## config.mk

```make
export PLATFORM = sky130hd
export DESIGN_NAME = sweep_ctrl
export DESIGN_NICKNAME = d
export VERILOG_FILES = /design/src/rtl/sweep_pkg.sv /design/src/rtl/sweep_step_calc.sv /design/src/rtl/sweep_fsm.sv /design/src/rtl/sweep_ctrl.sv
export SDC_FILE = /design/constraint.sdc
export NUM_CORES = 1
export LEC_CHECK = 0
export CAP_MARGIN = 25
export CORE_UTILIZATION = 41
export CTS_CLUSTER_DIAMETER = 40
export DETAILED_ROUTE_END_ITERATION = 10
export GPL_TIMING_DRIVEN = 0
export MAX_ROUTING_LAYER = met4
export PLACE_DENSITY = 0.7
export SLEW_MARGIN = 20
export SYNTH_ARGS = -nofsm -noshare
export SYNTH_HDL_FRONTEND = slang
export SYNTH_SLANG_ARGS = --single-unit
export TNS_END_PERCENT = 1
```

## constraint.sdc

```tcl
create_clock -name clk -period 4 [get_ports clk]
set_input_delay 0.8 -clock clk [delete_from_list [all_inputs] [get_ports clk]]
set_output_delay 0.8 -clock clk [all_outputs]
set_load 0.01 [all_outputs]
```

## src/rtl/sweep_pkg.sv

```systemverilog
package sweep_pkg;
    parameter int CODE_W = 8;

    typedef enum logic [1:0] {
        SW_IDLE   = 2'd0,
        SW_LAUNCH = 2'd1,
        SW_WAIT   = 2'd2
    } sw_state_e;

    typedef struct packed {
        sw_state_e         state;
        logic [CODE_W-1:0] code;
        logic [CODE_W-1:0] last;
        logic [CODE_W-1:0] incr;
        logic              multi;
    } sw_regs_t;
endpackage

```

## src/rtl/sweep_step_calc.sv

```systemverilog
module sweep_step_calc
    import sweep_pkg::*;
(
    input  logic [CODE_W-1:0] cur_code,
    input  logic [CODE_W-1:0] incr,
    input  logic [CODE_W-1:0] last_code,
    output logic [CODE_W-1:0] next_code,
    output logic              final_pt
);
    localparam int SUM_W = CODE_W + 1;

    logic [SUM_W-1:0] sum;

    always_comb begin
        sum       = {1'b0, cur_code} + {1'b0, incr};
        next_code = sum[CODE_W-1:0];
        final_pt  = (incr == '0) || sum[CODE_W] || (sum[CODE_W-1:0] > last_code);
    end
endmodule

```

## src/rtl/sweep_fsm.sv

```systemverilog
module sweep_fsm
    import sweep_pkg::*;
(
    input  logic              clk,
    input  logic              rst_n,
    input  logic              go,
    input  logic              abort,
    input  logic              sweep_en,
    input  logic [CODE_W-1:0] cfg_first,
    input  logic [CODE_W-1:0] cfg_last,
    input  logic [CODE_W-1:0] cfg_incr,
    input  logic [CODE_W-1:0] static_code,
    input  logic              seq_done,
    input  logic              seq_trip,
    input  logic [CODE_W-1:0] next_code,
    input  logic              final_pt,
    output logic [CODE_W-1:0] code_q,
    output logic [CODE_W-1:0] last_q,
    output logic [CODE_W-1:0] incr_q,
    output logic              seq_start,
    output logic              busy
);
    sw_regs_t r_d, r_q;

    always_comb begin
        r_d = r_q;
        unique case (r_q.state)
            SW_IDLE: begin
                if (go) begin
                    r_d.state = SW_LAUNCH;
                    r_d.multi = sweep_en;
                    r_d.last  = cfg_last;
                    r_d.incr  = cfg_incr;
                    r_d.code  = sweep_en ? cfg_first : static_code;
                end
            end
            SW_LAUNCH: begin
                r_d.state = abort ? SW_IDLE : SW_WAIT;
            end
            SW_WAIT: begin
                if (abort || seq_trip) begin
                    r_d.state = SW_IDLE;
                end else if (seq_done) begin
                    if (!r_q.multi || final_pt) begin
                        r_d.state = SW_IDLE;
                    end else begin
                        r_d.state = SW_LAUNCH;
                        r_d.code  = next_code;
                    end
                end
            end
            default: r_d.state = SW_IDLE;
        endcase
    end

    always_ff @(posedge clk or negedge rst_n) begin
        if (!rst_n) begin
            r_q <= '{state: SW_IDLE, code: '0, last: '0, incr: '0, multi: 1'b0};
        end else begin
            r_q <= r_d;
        end
    end

    assign code_q    = r_q.code;
    assign last_q    = r_q.last;
    assign incr_q    = r_q.incr;
    assign seq_start = (r_q.state == SW_LAUNCH) && !abort;
    assign busy      = (r_q.state != SW_IDLE);


    strobe_single_chk: assert property (@(posedge clk) disable iff (!rst_n)
        seq_start |=> !seq_start);


    strobe_busy_chk: assert property (@(posedge clk) disable iff (!rst_n)
        seq_start |-> busy);


    code_hold_chk: assert property (@(posedge clk) disable iff (!rst_n)
        (busy && !seq_start && !seq_done) |=> $stable(code_q));


    abort_idle_chk: assert property (@(posedge clk) disable iff (!rst_n)
        (abort && busy) |=> !busy);


    trip_idle_chk: assert property (@(posedge clk) disable iff (!rst_n)
        (seq_trip && busy && !seq_start) |=> !busy);
endmodule

```

## src/rtl/sweep_ctrl.sv

```systemverilog
module sweep_ctrl
    import sweep_pkg::*;
(
    input  logic              clk,
    input  logic              rst_n,
    input  logic              go,
    input  logic              abort,
    input  logic              sweep_en,
    input  logic [CODE_W-1:0] cfg_first,
    input  logic [CODE_W-1:0] cfg_last,
    input  logic [CODE_W-1:0] cfg_incr,
    input  logic [CODE_W-1:0] static_code,
    input  logic              seq_done,
    input  logic              seq_trip,
    output logic [CODE_W-1:0] dac_code,
    output logic              seq_start,
    output logic              sweep_busy
);
    logic [CODE_W-1:0] code_w, last_w, incr_w, next_w;
    logic              final_w;

    sweep_step_calc u_calc (
        .cur_code  (code_w),
        .incr      (incr_w),
        .last_code (last_w),
        .next_code (next_w),
        .final_pt  (final_w)
    );

    sweep_fsm u_fsm (
        .clk         (clk),
        .rst_n       (rst_n),
        .go          (go),
        .abort       (abort),
        .sweep_en    (sweep_en),
        .cfg_first   (cfg_first),
        .cfg_last    (cfg_last),
        .cfg_incr    (cfg_incr),
        .static_code (static_code),
        .seq_done    (seq_done),
        .seq_trip    (seq_trip),
        .next_code   (next_w),
        .final_pt    (final_w),
        .code_q      (code_w),
        .last_q      (last_w),
        .incr_q      (incr_w),
        .seq_start   (seq_start),
        .busy        (sweep_busy)
    );

    assign dac_code = code_w;
endmodule

```

Word-level counts from Yosys, hierarchy flattened
Cells that the tools add are included.
W data, S select, Z words.
{"block": "word_totals", "wordCells": 38, "inputBits": 39, "register_bits": 27, "output_inout_bits": 10}
{"block": "op_classes", "add_sub_neg": 1, "n_reduce_logical": 14, "mux": 10, "order_cmp": 1, "eq_ne": 7}
{"operator": "$mux W27", "n": 1}
{"operator": "$mux W8", "n": 3}
{"operator": "$pmux W8 S2", "n": 1}
{"operator": "$mux W10", "n": 1}
{"operator": "$add A8 B8 Y9", "n": 1}
{"operator": "$gt A8 B8 Y1", "n": 1}
{"operator": "$logic_not A8 Y1", "n": 1}
{"operator": "$ne A2 B2 Y1 const B", "n": 4}
{"operator": "$pmux W2 S3", "n": 1}
{"operator": "$reduce_and A5 Y1", "n": 1}
{"operator": "$logic_or A1 B1 Y1", "n": 4}
{"operator": "$mux W2", "n": 2}
{"operator": "$reduce_and A2 Y1", "n": 2}
{"operator": "$reduce_bool A2 Y1", "n": 2}
{"operator": "$ne A3 B2 Y1 const B", "n": 1}
{"operator": "$eq A2 B1 Y1 const B", "n": 1}
{"operator": "$eq A2 B2 Y1 const B", "n": 1}
{"operator": "$logic_not A1 Y1", "n": 2}
{"operator": "$logic_not A2 Y1", "n": 1}
{"operator": "$logic_and A1 B1 Y1", "n": 1}
{"operator": "$mux W1", "n": 1}

Logic depth before layout (Yosys ltp)
Gate-level depths: netlist (run 1).
{"block": "logic_depth", "word_depth": 8, "depth_mapped": 13, "ltp_nobuf": 12}

Cells and area by module
From an unflattened synthesis (run 1), not the netlist that was laid out.
{"block": "unflattened", "hier_cells": 190, "hier_area_um2": 2035.7}
{"mod": "sweep_fsm", "seq_area_each_um2": 675.6, "cells_each": 124, "area_each_um2": 1485.2, "n_inst": 1}
{"mod": "sweep_step_calc", "seq_area_each_um2": 0.0, "cells_each": 66, "area_each_um2": 550.5, "n_inst": 1}

Least setup slack after synthesis (run 1)
OpenSTA, ideal clock, no wires.
{"block": "synth_path", "kind": "register to register", "startpoint": "register u_fsm.r_q (netlist bit u_fsm.code_q[0])", "endpoint": "register u_fsm.r_q (netlist bit u_fsm.code_q[0])", "path_slack_ns": 1.023, "arrival_time_ns": 2.852, "n_path_buf": 1, "period_less_slack_ns": 2.977, "setup_time_ns": 0.125, "required_ns": 3.875, "stages_incl_launch_ff": 14, "path_cell_list": "dfrtp_1 ha_1 fa_1 a211oi_1 o21bai_1 a21oi_1 xnor2_1 ha_1 nand4_1 a21oi_1 o22ai_1 a31o_2 buf_6 mux2_4"}
{"block": "synth_between", "elab_chain_cells": 6, "word_cells_on_any_way": 11, "classes_between": "add/sub: 1; order compare: 1; eq/ne: 1; mux: 4; reduce/logical: 4"}
{"element": "start, declared", "line_no": "sweep_fsm.sv:23", "source": "sw_regs_t r_d, r_q;"}
{"element": "start signal, assigned", "line_no": "sweep_fsm.sv:58", "source": "r_q <= '{state: SW_IDLE, code: '0, last: '0, incr: '0, multi: 1'b0};"}
{"element": "start signal, assigned", "line_no": "sweep_fsm.sv:60", "source": "r_q <= r_d;"}
{"element": "$add A8 B8 Y9 (*)", "line_no": "sweep_step_calc.sv:15", "source": "sum = {1'b0, cur_code} + {1'b0, incr};"}
{"element": "$gt A8 B8 Y1 or $logic_or A1 B1 Y1 (tied branches)", "line_no": "sweep_step_calc.sv:17", "source": "final_pt = (incr == '0) || sum[CODE_W] || (sum[CODE_W-1:0] > last_code);"}
{"element": "$logic_or A1 B1 Y1", "line_no": "sweep_step_calc.sv:17"}
{"element": "$logic_or A1 B1 Y1", "line_no": "sweep_fsm.sv:44", "source": "if (!r_q.multi || final_pt) begin"}
{"element": "$ne A2 B2 Y1 (no line)"}
{"element": "$reduce_and A5 Y1 (no line)"}
Mark *: on every way between the ends. The rest lies on a longest branch, timed or not. The select of a mux whose other input is x is not followed.
A chain may end at the register's enable or synchronous reset.

Worst setup path after layout (run 1)
{"block": "layout_path", "startpoint": "register u_fsm.r_q (netlist bit u_fsm.code_q[0])", "endpoint": "register u_fsm.r_q (netlist bit u_fsm.code_q[1])"}
Same word-level chain as after synthesis.

==> results of run 1 <==
-- state kept, by name, indices dropped and copies added (netlist names) --
| register | flops |
|---|---|
| u_fsm.incr_q | 8 |
| u_fsm.code_q | 8 |
| u_fsm.r_q | 3 |
| u_fsm.last_q | 8 |
-- cell families after synthesis --
family / after synthesis / synth area share, %
compound gates: 42 / 14.4
simple gates: 35 / 9.87
xor+xnor: 6 / 2.94
mux: 24 / 16.0
flops: 27 / 37.8
buf+inv: 22 / 6.72
fa+ha+maj: 17 / 12.3
-- layout make-up --
class	instances	share of cell area (%)
tap	50	2.65
multi-input combinational	124	42.0
sequential	27	28.6
clock inverter	1	0.212
clock buffer	3	1.75
inverter	9	1.43
buffer	13	3.65
timing repair buffer	47	19.7
-- final timing paths --
check,start,to,slack (ns),cells after the start
worst max-delay path,u_fsm.code_q[0],u_fsm.code_q[1],0.62,13
worst min-delay path,rst_n,u_fsm.incr_q[2],0.52,1
worst max register to register,u_fsm.code_q[0],u_fsm.code_q[1],0.62,13
worst min register to register,u_fsm.r_q[0],u_fsm.r_q[0],0.52,1
max in group asynchronous,rst_n,u_fsm.r_q[26],3.07,1
min in group clk,u_fsm.r_q[0],u_fsm.r_q[0],0.52,1
-- Yosys cell counts, types with 3 or more instances --
cell type,instances,area (um^2)
sky130_fd_sc_hd__o21ai_0,14,70.1
sky130_fd_sc_hd__inv_1,9,33.8
sky130_fd_sc_hd__nand2_1,14,52.6
sky130_fd_sc_hd__a31oi_1,3,18.8
sky130_fd_sc_hd__mux2_4,6,90.1
sky130_fd_sc_hd__xnor2_1,5,43.8
sky130_fd_sc_hd__nor2_1,3,11.3
sky130_fd_sc_hd__ha_1,16,200
sky130_fd_sc_hd__buf_4,8,60.1
sky130_fd_sc_hd__mux2_2,12,135
sky130_fd_sc_hd__dfrtp_1,27,676
sky130_fd_sc_hd__a21oi_1,10,50.1
sky130_fd_sc_hd__clkbuf_1,4,15.0
sky130_fd_sc_hd__mux2i_1,6,60.1
-- power groups by stage --
stage                     sequential [mW]  clock (mW)  combinational, mW
after CTS                           0.476       0.167               1.22
after floorplan                     0.453           0              0.901
after global placement              0.479           0               1.19
after detailed placement            0.481           0               1.21
final                               0.474       0.159               1.22
after global routing                0.489       0.176               1.38
-- critical path: stages, from the launching register on --
cell and delay (ns):
sky130_fd_sc_hd__dfrtp_1 0.41, sky130_fd_sc_hd__ha_1 0.25, sky130_fd_sc_hd__fa_1 0.44, sky130_fd_sc_hd__a211oi_1 0.24
sky130_fd_sc_hd__o21bai_1 0.11, sky130_fd_sc_hd__a21oi_1 0.21, sky130_fd_sc_hd__xnor2_1 0.19, sky130_fd_sc_hd__ha_1 0.30
sky130_fd_sc_hd__nand4_1 0.14, sky130_fd_sc_hd__a21oi_1 0.06, sky130_fd_sc_hd__o22ai_1 0.24, sky130_fd_sc_hd__a31o_2 0.21
sky130_fd_sc_hd__buf_6 0.16, sky130_fd_sc_hd__mux2_4 0.31
-- per-layer routing --
metal | track usage (%) | vias up
met5 | - | -
met4 | 4.69 | 0
met3 | 4.00 | 5
met2 | 30.3 | 29
met1 | 25.0 | 655
li1 | - | 718
==> results.env, run 1 <==
RUN_STATUS='completed'
WORST_CLOCK_SKEW_NS=0.00561
FINAL_MIN_PERIOD_OVER_CLOCK_PERIOD_PCT=84.4
PATH_MAX_FANOUT=9
DIE_HEIGHT_UM=68.0
INITIAL_CORE_UTIL_PCT=43.8
TIMING.HOLD.WS_NS=0.518
GROUTE.USAGE.OVERALL_PCT=19.2
YS_SEQ_ELEMENTS=27
TIMING_MAX_TRANSITION_VIOLATIONS_FINAL=0
SYNTH_CELL_TYPE_COUNT=37
FINAL.SETUP.TNS_NS=0
CLOCK_TREE.HTREE_LEVEL_COUNT=1
ANTENNA_FOUND_INITIAL=0
SYNTH_ENABLE_FLOP_CELLS=0
PWR-SHARE-SEQ_PCT=25.7
GRT_PASS1_VIAS=1337
DETAILEDROUTE.FIRSTITERATIONVIOLATIONS=49
YOSYSSEQAREASHARE_PCT=37.8
FLOORPLAN.DIE_AREA_UM2=4630
MAX-VDD-IR-DROP_mV=0.360
FMAX_MHz=296
SETUP_VIOL=0
PWR-SHARE-CLK_PCT=8.6
YOSYS_WARN_COUNT=0
IOPINCOUNT=49
POST_CTS_RESIZED=0
FIN_TOTAL_PWR_mW=1.85
START_KIND='register'
FINISH.CELL_COUNT_WITHOUT_FILLERS=274
CTS.CLK_SLEW.WORST_PATHS_NS=0.09
GRT_FIRST_PASS_WIRELENGTH_MM=6.25
CORE_REGION_AREA_UM2=4090
RSZ0062_AT_GRT='no'
COMB_POWER_SHARE_PCT=65.7
GRT_START_MAX_NET_PINS=28
VIAS=1407
SWITCHING_POWER_uW=768
MAPPEDNETLISTNETS=229
DRTPASS1ITERATIONS=4
VIAS_PER_CELL=5.14
TIGHTESTPINTRANSITION_NS=0.704
CELL_AREA_AFTER_SYNTHESIS_UM2=1790
REQUIRED_NS=4.17
POST_SYNTHESIS_CELL_COUNT=173
FINAL_GLOBAL_ROUTE_OVERFLOW_TOTAL=0
ANT_NETS=0
PLACE_CONGESTION=0.803
HORIZ_DIE_DIM_UM=68.0
HOLD_VIOL=0
POST_CTS.REPAIR.SETUP_BUFFERS=0
DETAIL_ROUTE.WIRELENGTH.MET1_MM=1.96
HOLD_CLASS='input port to async pin'
MAX-CLOCK-PATH-BUFFERS=2
DP_WORST_SETUP_SLACK_NS=0.642
MAXCAPVIOLATIONS=0
CTS_INSERTED_BUFFERS=3
SLEW_HEADROOM_PCT=53.1
LAYOUT.NETS=281
INTERNAL-POWER_mW=1.08
MULTIINPUTGATEAREA_UM2=992
SYNTH_ASYNC_SR_FLOP_SHARE_PCT=100
AREA.SEQUENTIAL_UM2=676
IO_BUFFERS=47
FINALWIRELENGTH_MM=3.93
ANTENNA_CELLS_INSERTED=0
CTS_ROOT_BUF='sky130_fd_sc_hd__clkbuf_8'
SETUP.WORST_PATH.CLASS='register to register'
FINAL_CELL_MIX='sky130_fd_sc_hd__clkdlybuf4s50_1 (46), sky130_fd_sc_hd__dfrtp_1 (27), sky130_fd_sc_hd__ha_1 (16)'
FINAL.FILL_COUNT=379
CLK-INSERTION-DELAY-LATE_NS=0.28
SYN_TO_FINAL_GROWTH_PCT=32.1
POWERDENSITY_nW_PER_UM2=782
DRT_DRC_VIOLATIONS_LEFT=0
ARRIVAL_TIME_OF_DATA_AT_THE_CRITICAL_PATH_ENDPOINT_NS=3.55
SYNTH_FLOP_CELL='sky130_fd_sc_hd__dfrtp_1'
ROUTE.TOP_LAYER_USED='met4'
LEAKAGEPOWER_nW=1.04
CLK_SINKS=27
PLACE_AREA_UM2=2320
FINALWORSTPATHREQUIREDPERIOD_NS=3.38
DP.CELLS=270
WORST_SLACK_NS=0.625
POST-ROUTE-CELL-AREA_UM2=2360
WL_PER_CELL_UM=14.4
FINAL_CORE_UTILIZATION_PCT=57.8
SETUP.WORST_PATH.END_CLASS='register'
FLOORPLAN.ROWS=23
CTS_HOLD_BUF=0
TRITONCTS='done'
SHARE_OF_POST_ROUTE_CELLS_WITH_DRIVE_STRENGTH_ABOVE_1_PCT=15.6
ROUTE.MET2.WL_MM=1.78
DP_HPWL_MM=3.02
ROUTED-WL-MET3_UM=148
SYN-MEAN-INSTANCE-AREA_UM2=10.3
SWITCHING_SHARE_PCT=41.6
LAYOUT.CELLS.MOST_COMMON='sky130_fd_sc_hd__clkdlybuf4s50_1'
Note: power is estimated with default switching activity, not from simulation.
==> run 2, diff against run 1 <==
--- a/config.mk
+++ b/config.mk
@@ -11,7 +11,7 @@
 export DETAILED_ROUTE_END_ITERATION = 10
 export GPL_TIMING_DRIVEN = 0
 export MAX_ROUTING_LAYER = met4
-export PLACE_DENSITY = 0.7
+export PLACE_DENSITY = 0.73
 export SLEW_MARGIN = 20
 export SYNTH_ARGS = -nofsm -noshare
 export SYNTH_HDL_FRONTEND = slang
==> constraint.sdc (replaced) <==
create_clock -name clk -period 2.7 [get_ports clk]
set_input_delay 0.54 -clock clk [delete_from_list [all_inputs] [get_ports clk]]
set_output_delay 0.54 -clock clk [all_outputs]
set_load 0.01 [all_outputs]
==> results.env, run 2 (synthesis gave the netlist of run 1 again) <==
ANTENNA_CELLS_INSERTED=0  # unchanged
LAYOUT.NETS=291  # was 281
GR-USAGE-MET2_PCT=33.1  # was 30.3%
PATH_MAX_FANOUT=8  # was 9
SETUP.WORST_PATH.END_CLASS='register'  # unchanged
RSZ0062_AT_GRT='yes'  # was no
FINAL_MIN_PERIOD_OVER_CLOCK_PERIOD_PCT=111  # was 84.4%
GRT_FIRST_PASS_WIRELENGTH_MM=6.71  # was 6.25 mm
DETAILEDROUTE.FIRSTITERATIONVIOLATIONS=43  # was 49
REQUIRED_NS=2.86  # was 4.17 ns
COMB_POWER_SHARE_PCT=70.7  # was 65.7%
CORE_REGION_AREA_UM2=4090  # unchanged
WL_PER_CELL_UM=14.6  # was 14.4 um
TRITONCTS='done'  # unchanged
CLK-INSERTION-DELAY-LATE_NS=0.27  # was 0.28 ns
SETUP_VIOL=9  # was 0
FINAL_CELL_MIX='sky130_fd_sc_hd__clkdlybuf4s50_1 (46), sky130_fd_sc_hd__dfrtp_1 (27), sky130_fd_sc_hd__buf_4 (19)'  # was sky130_fd_sc_hd__clkdlybuf4s50_1 (46), sky130_fd_sc_hd__dfrtp_1 (27), sky130_fd_sc_hd__ha_1 (16)
INTERNAL-POWER_mW=1.84  # was 1.08 mW
GROUTE.USAGE.OVERALL_PCT=20.2  # was 19.2%
POWERDENSITY_nW_PER_UM2=1260  # was 782 nW/um^2
START_KIND='register'  # unchanged
PLACE_CONGESTION=0.806  # was 0.803
SLEW_HEADROOM_PCT=52.6  # was 53.1%
DP_HPWL_MM=3.03  # was 3.02 mm
INITIAL_CORE_UTIL_PCT=43.8  # unchanged
SETUP.WORST_PATH.CLASS='register to register'  # unchanged
FINAL_CORE_UTILIZATION_PCT=61.4  # was 57.8%
FINAL_GLOBAL_ROUTE_OVERFLOW_TOTAL=0  # unchanged
VIAS=1466  # was 1407
CLOCK_TREE.HTREE_LEVEL_COUNT=1  # unchanged
MAX-CLOCK-PATH-BUFFERS=2  # unchanged
ANTENNA_FOUND_INITIAL=0  # unchanged
IOPINCOUNT=49  # unchanged
DIE_HEIGHT_UM=68.0  # unchanged
FINAL.SETUP.TNS_NS=-2.34  # was 0 ns
IO_BUFFERS=47  # unchanged
CTS_INSERTED_BUFFERS=3  # unchanged
DRT_DRC_VIOLATIONS_LEFT=0  # unchanged
FLOORPLAN.ROWS=23  # unchanged
SHARE_OF_POST_ROUTE_CELLS_WITH_DRIVE_STRENGTH_ABOVE_1_PCT=23.9  # was 15.6%
FINALWIRELENGTH_MM=4.14  # was 3.93 mm
FINALWORSTPATHREQUIREDPERIOD_NS=3.01  # was 3.38 ns
FMAX_MHz=332  # was 296 MHz
FINISH.CELL_COUNT_WITHOUT_FILLERS=284  # was 274
PWR-SHARE-SEQ_PCT=22.0  # was 25.7%
WORST_SLACK_NS=-0.310  # was 0.625 ns
HOLD_VIOL=0  # unchanged
GR-MAX-USAGE-LAYER='met2'  # unchanged
CTS.CLK_SLEW.WORST_PATHS_NS=0.09  # about the same
RUN_STATUS='finished, violations left'  # was completed
WORST_CLOCK_SKEW_NS=0.00270  # was 0.00561 ns
FIN_TOTAL_PWR_mW=3.17  # was 1.85 mW
VIOLATIONS='setup timing'
SWITCHING_POWER_mW=1.33  # was 768 uW
GRT_PASS1_VIAS=1450  # was 1337
TIMING_MAX_TRANSITION_VIOLATIONS_FINAL=0  # unchanged
CTS_ROOT_BUF='sky130_fd_sc_hd__clkbuf_8'  # unchanged
VIAS_PER_CELL=5.16  # was 5.14
HORIZ_DIE_DIM_UM=68.0  # unchanged
MAXCAPVIOLATIONS=0  # unchanged
PLACE_AREA_UM2=2330  # was 2320 um^2
FINAL.FILL_COUNT=360  # was 379
CLK_SINKS=27  # unchanged
FLOORPLAN.DIE_AREA_UM2=4630  # unchanged
GRT.MET1_USAGE_PCT=26.0  # was 25.0%
LEAKAGEPOWER_nW=1.10  # was 1.04 nW
DP.CELLS=270  # unchanged
POST-ROUTE-CELL-AREA_UM2=2510  # was 2360 um^2
DRTPASS1ITERATIONS=4  # unchanged
SWITCHING_SHARE_PCT=42.1  # was 41.6%
SYN_TO_FINAL_GROWTH_PCT=40.2  # was 32.1%
ANT_NETS=0  # unchanged
USE_MET3_PCT=2.17  # was 4.00%
ARRIVAL_TIME_OF_DATA_AT_THE_CRITICAL_PATH_ENDPOINT_NS=3.17  # was 3.55 ns
TIGHTESTPINTRANSITION_NS=0.710  # was 0.704 ns
HOLD_CLASS='input port to async pin'  # unchanged
PWR-SHARE-CLK_PCT=7.3  # was 8.6%
GRT_START_MAX_NET_PINS=28  # unchanged
MAX-VDD-IR-DROP_mV=0.607  # was 0.360 mV
LAYOUT.CELLS.MOST_COMMON='sky130_fd_sc_hd__clkdlybuf4s50_1'  # unchanged
## run 2: metal layers
metal,up-vias,wire [um]
li1,740,-
met2,34,1990
met4,0,56
met1,686,1950
met5,-,0
met3,6,147
## run 2: path summary, 6_finish.rpt
kind | from | end | slack (ns) | cells after the start
min in group clk | u_fsm.r_q[0] | u_fsm.r_q[0] | 0.52 | 1
worst min-delay path | rst_n | u_fsm.incr_q[0] | 0.26 | 1
max in group asynchronous | rst_n | u_fsm.incr_q[4] | 2.04 | 1
worst max register to register | u_fsm.code_q[0] | u_fsm.code_q[1] | -0.31 | 12
worst min register to register | u_fsm.r_q[0] | u_fsm.r_q[0] | 0.52 | 1
worst max-delay path | u_fsm.code_q[0] | u_fsm.code_q[1] | -0.31 | 12
## run 2: through the flow
step | hold slack, ns | setup slack, ns
CTS | 0.285 | -0.340
global placement | 0.484 | -0.503
detailed placement | 0.498 | -0.595
finish | 0.264 | -0.310
global route | 0.292 | -0.455
floorplan | 0.244 | -0.167
## run 2: layout make-up
type	instances	area (um^2)	area share [%]
Inverter	9	33.8	1.35
Timing Repair Buffer	58	548	21.9
Tap cell	50	62.6	2.50
Clock inverter	1	5.00	0.200
Multi-Input combinational cell	124	1070	42.5
Sequential cell	27	676	26.9
Buffer	12	75.1	2.99
Clock buffer	3	41.3	1.65
## run 2: worst max-delay path, cell delays in order (launching register included)
cell	delay, ns
sky130_fd_sc_hd__dfrtp_1	0.42
sky130_fd_sc_hd__ha_4	0.18
sky130_fd_sc_hd__fa_2	0.35
sky130_fd_sc_hd__a211oi_2	0.22
sky130_fd_sc_hd__o21bai_1	0.11
sky130_fd_sc_hd__a21oi_2	0.19
sky130_fd_sc_hd__xnor2_2	0.09
sky130_fd_sc_hd__ha_1	0.31
sky130_fd_sc_hd__nand4_1	0.15
sky130_fd_sc_hd__a21oi_2	0.16
sky130_fd_sc_hd__o22ai_2	0.10
sky130_fd_sc_hd__a31o_4	0.31
sky130_fd_sc_hd__mux2_4	0.31
## run 2: power by group through the flow
stage / clock network, mW / registers, mW / logic (mW)
6_report: 0.231 / 0.696 / 2.24
5_1_grt: 0.255 / 0.718 / 2.47
4_1_cts: 0.237 / 0.696 / 2.09
3_5_place_dp: 0 / 0.714 / 1.82
3_3_place_gp: 0 / 0.711 / 1.76
2_1_floorplan: 0 / 0.673 / 1.35
## run 2: what timing repair did
item | in CTS | in global routing
hold buffers | 0 | 0
cloned | 0 | 0
endpoints found under the setup margin | 9 | 9
setup buffers | 9 | 2
hold endpoints to repair | 0 | 0
pin swaps | 10 | 14
gates resized for setup | 9 | 5
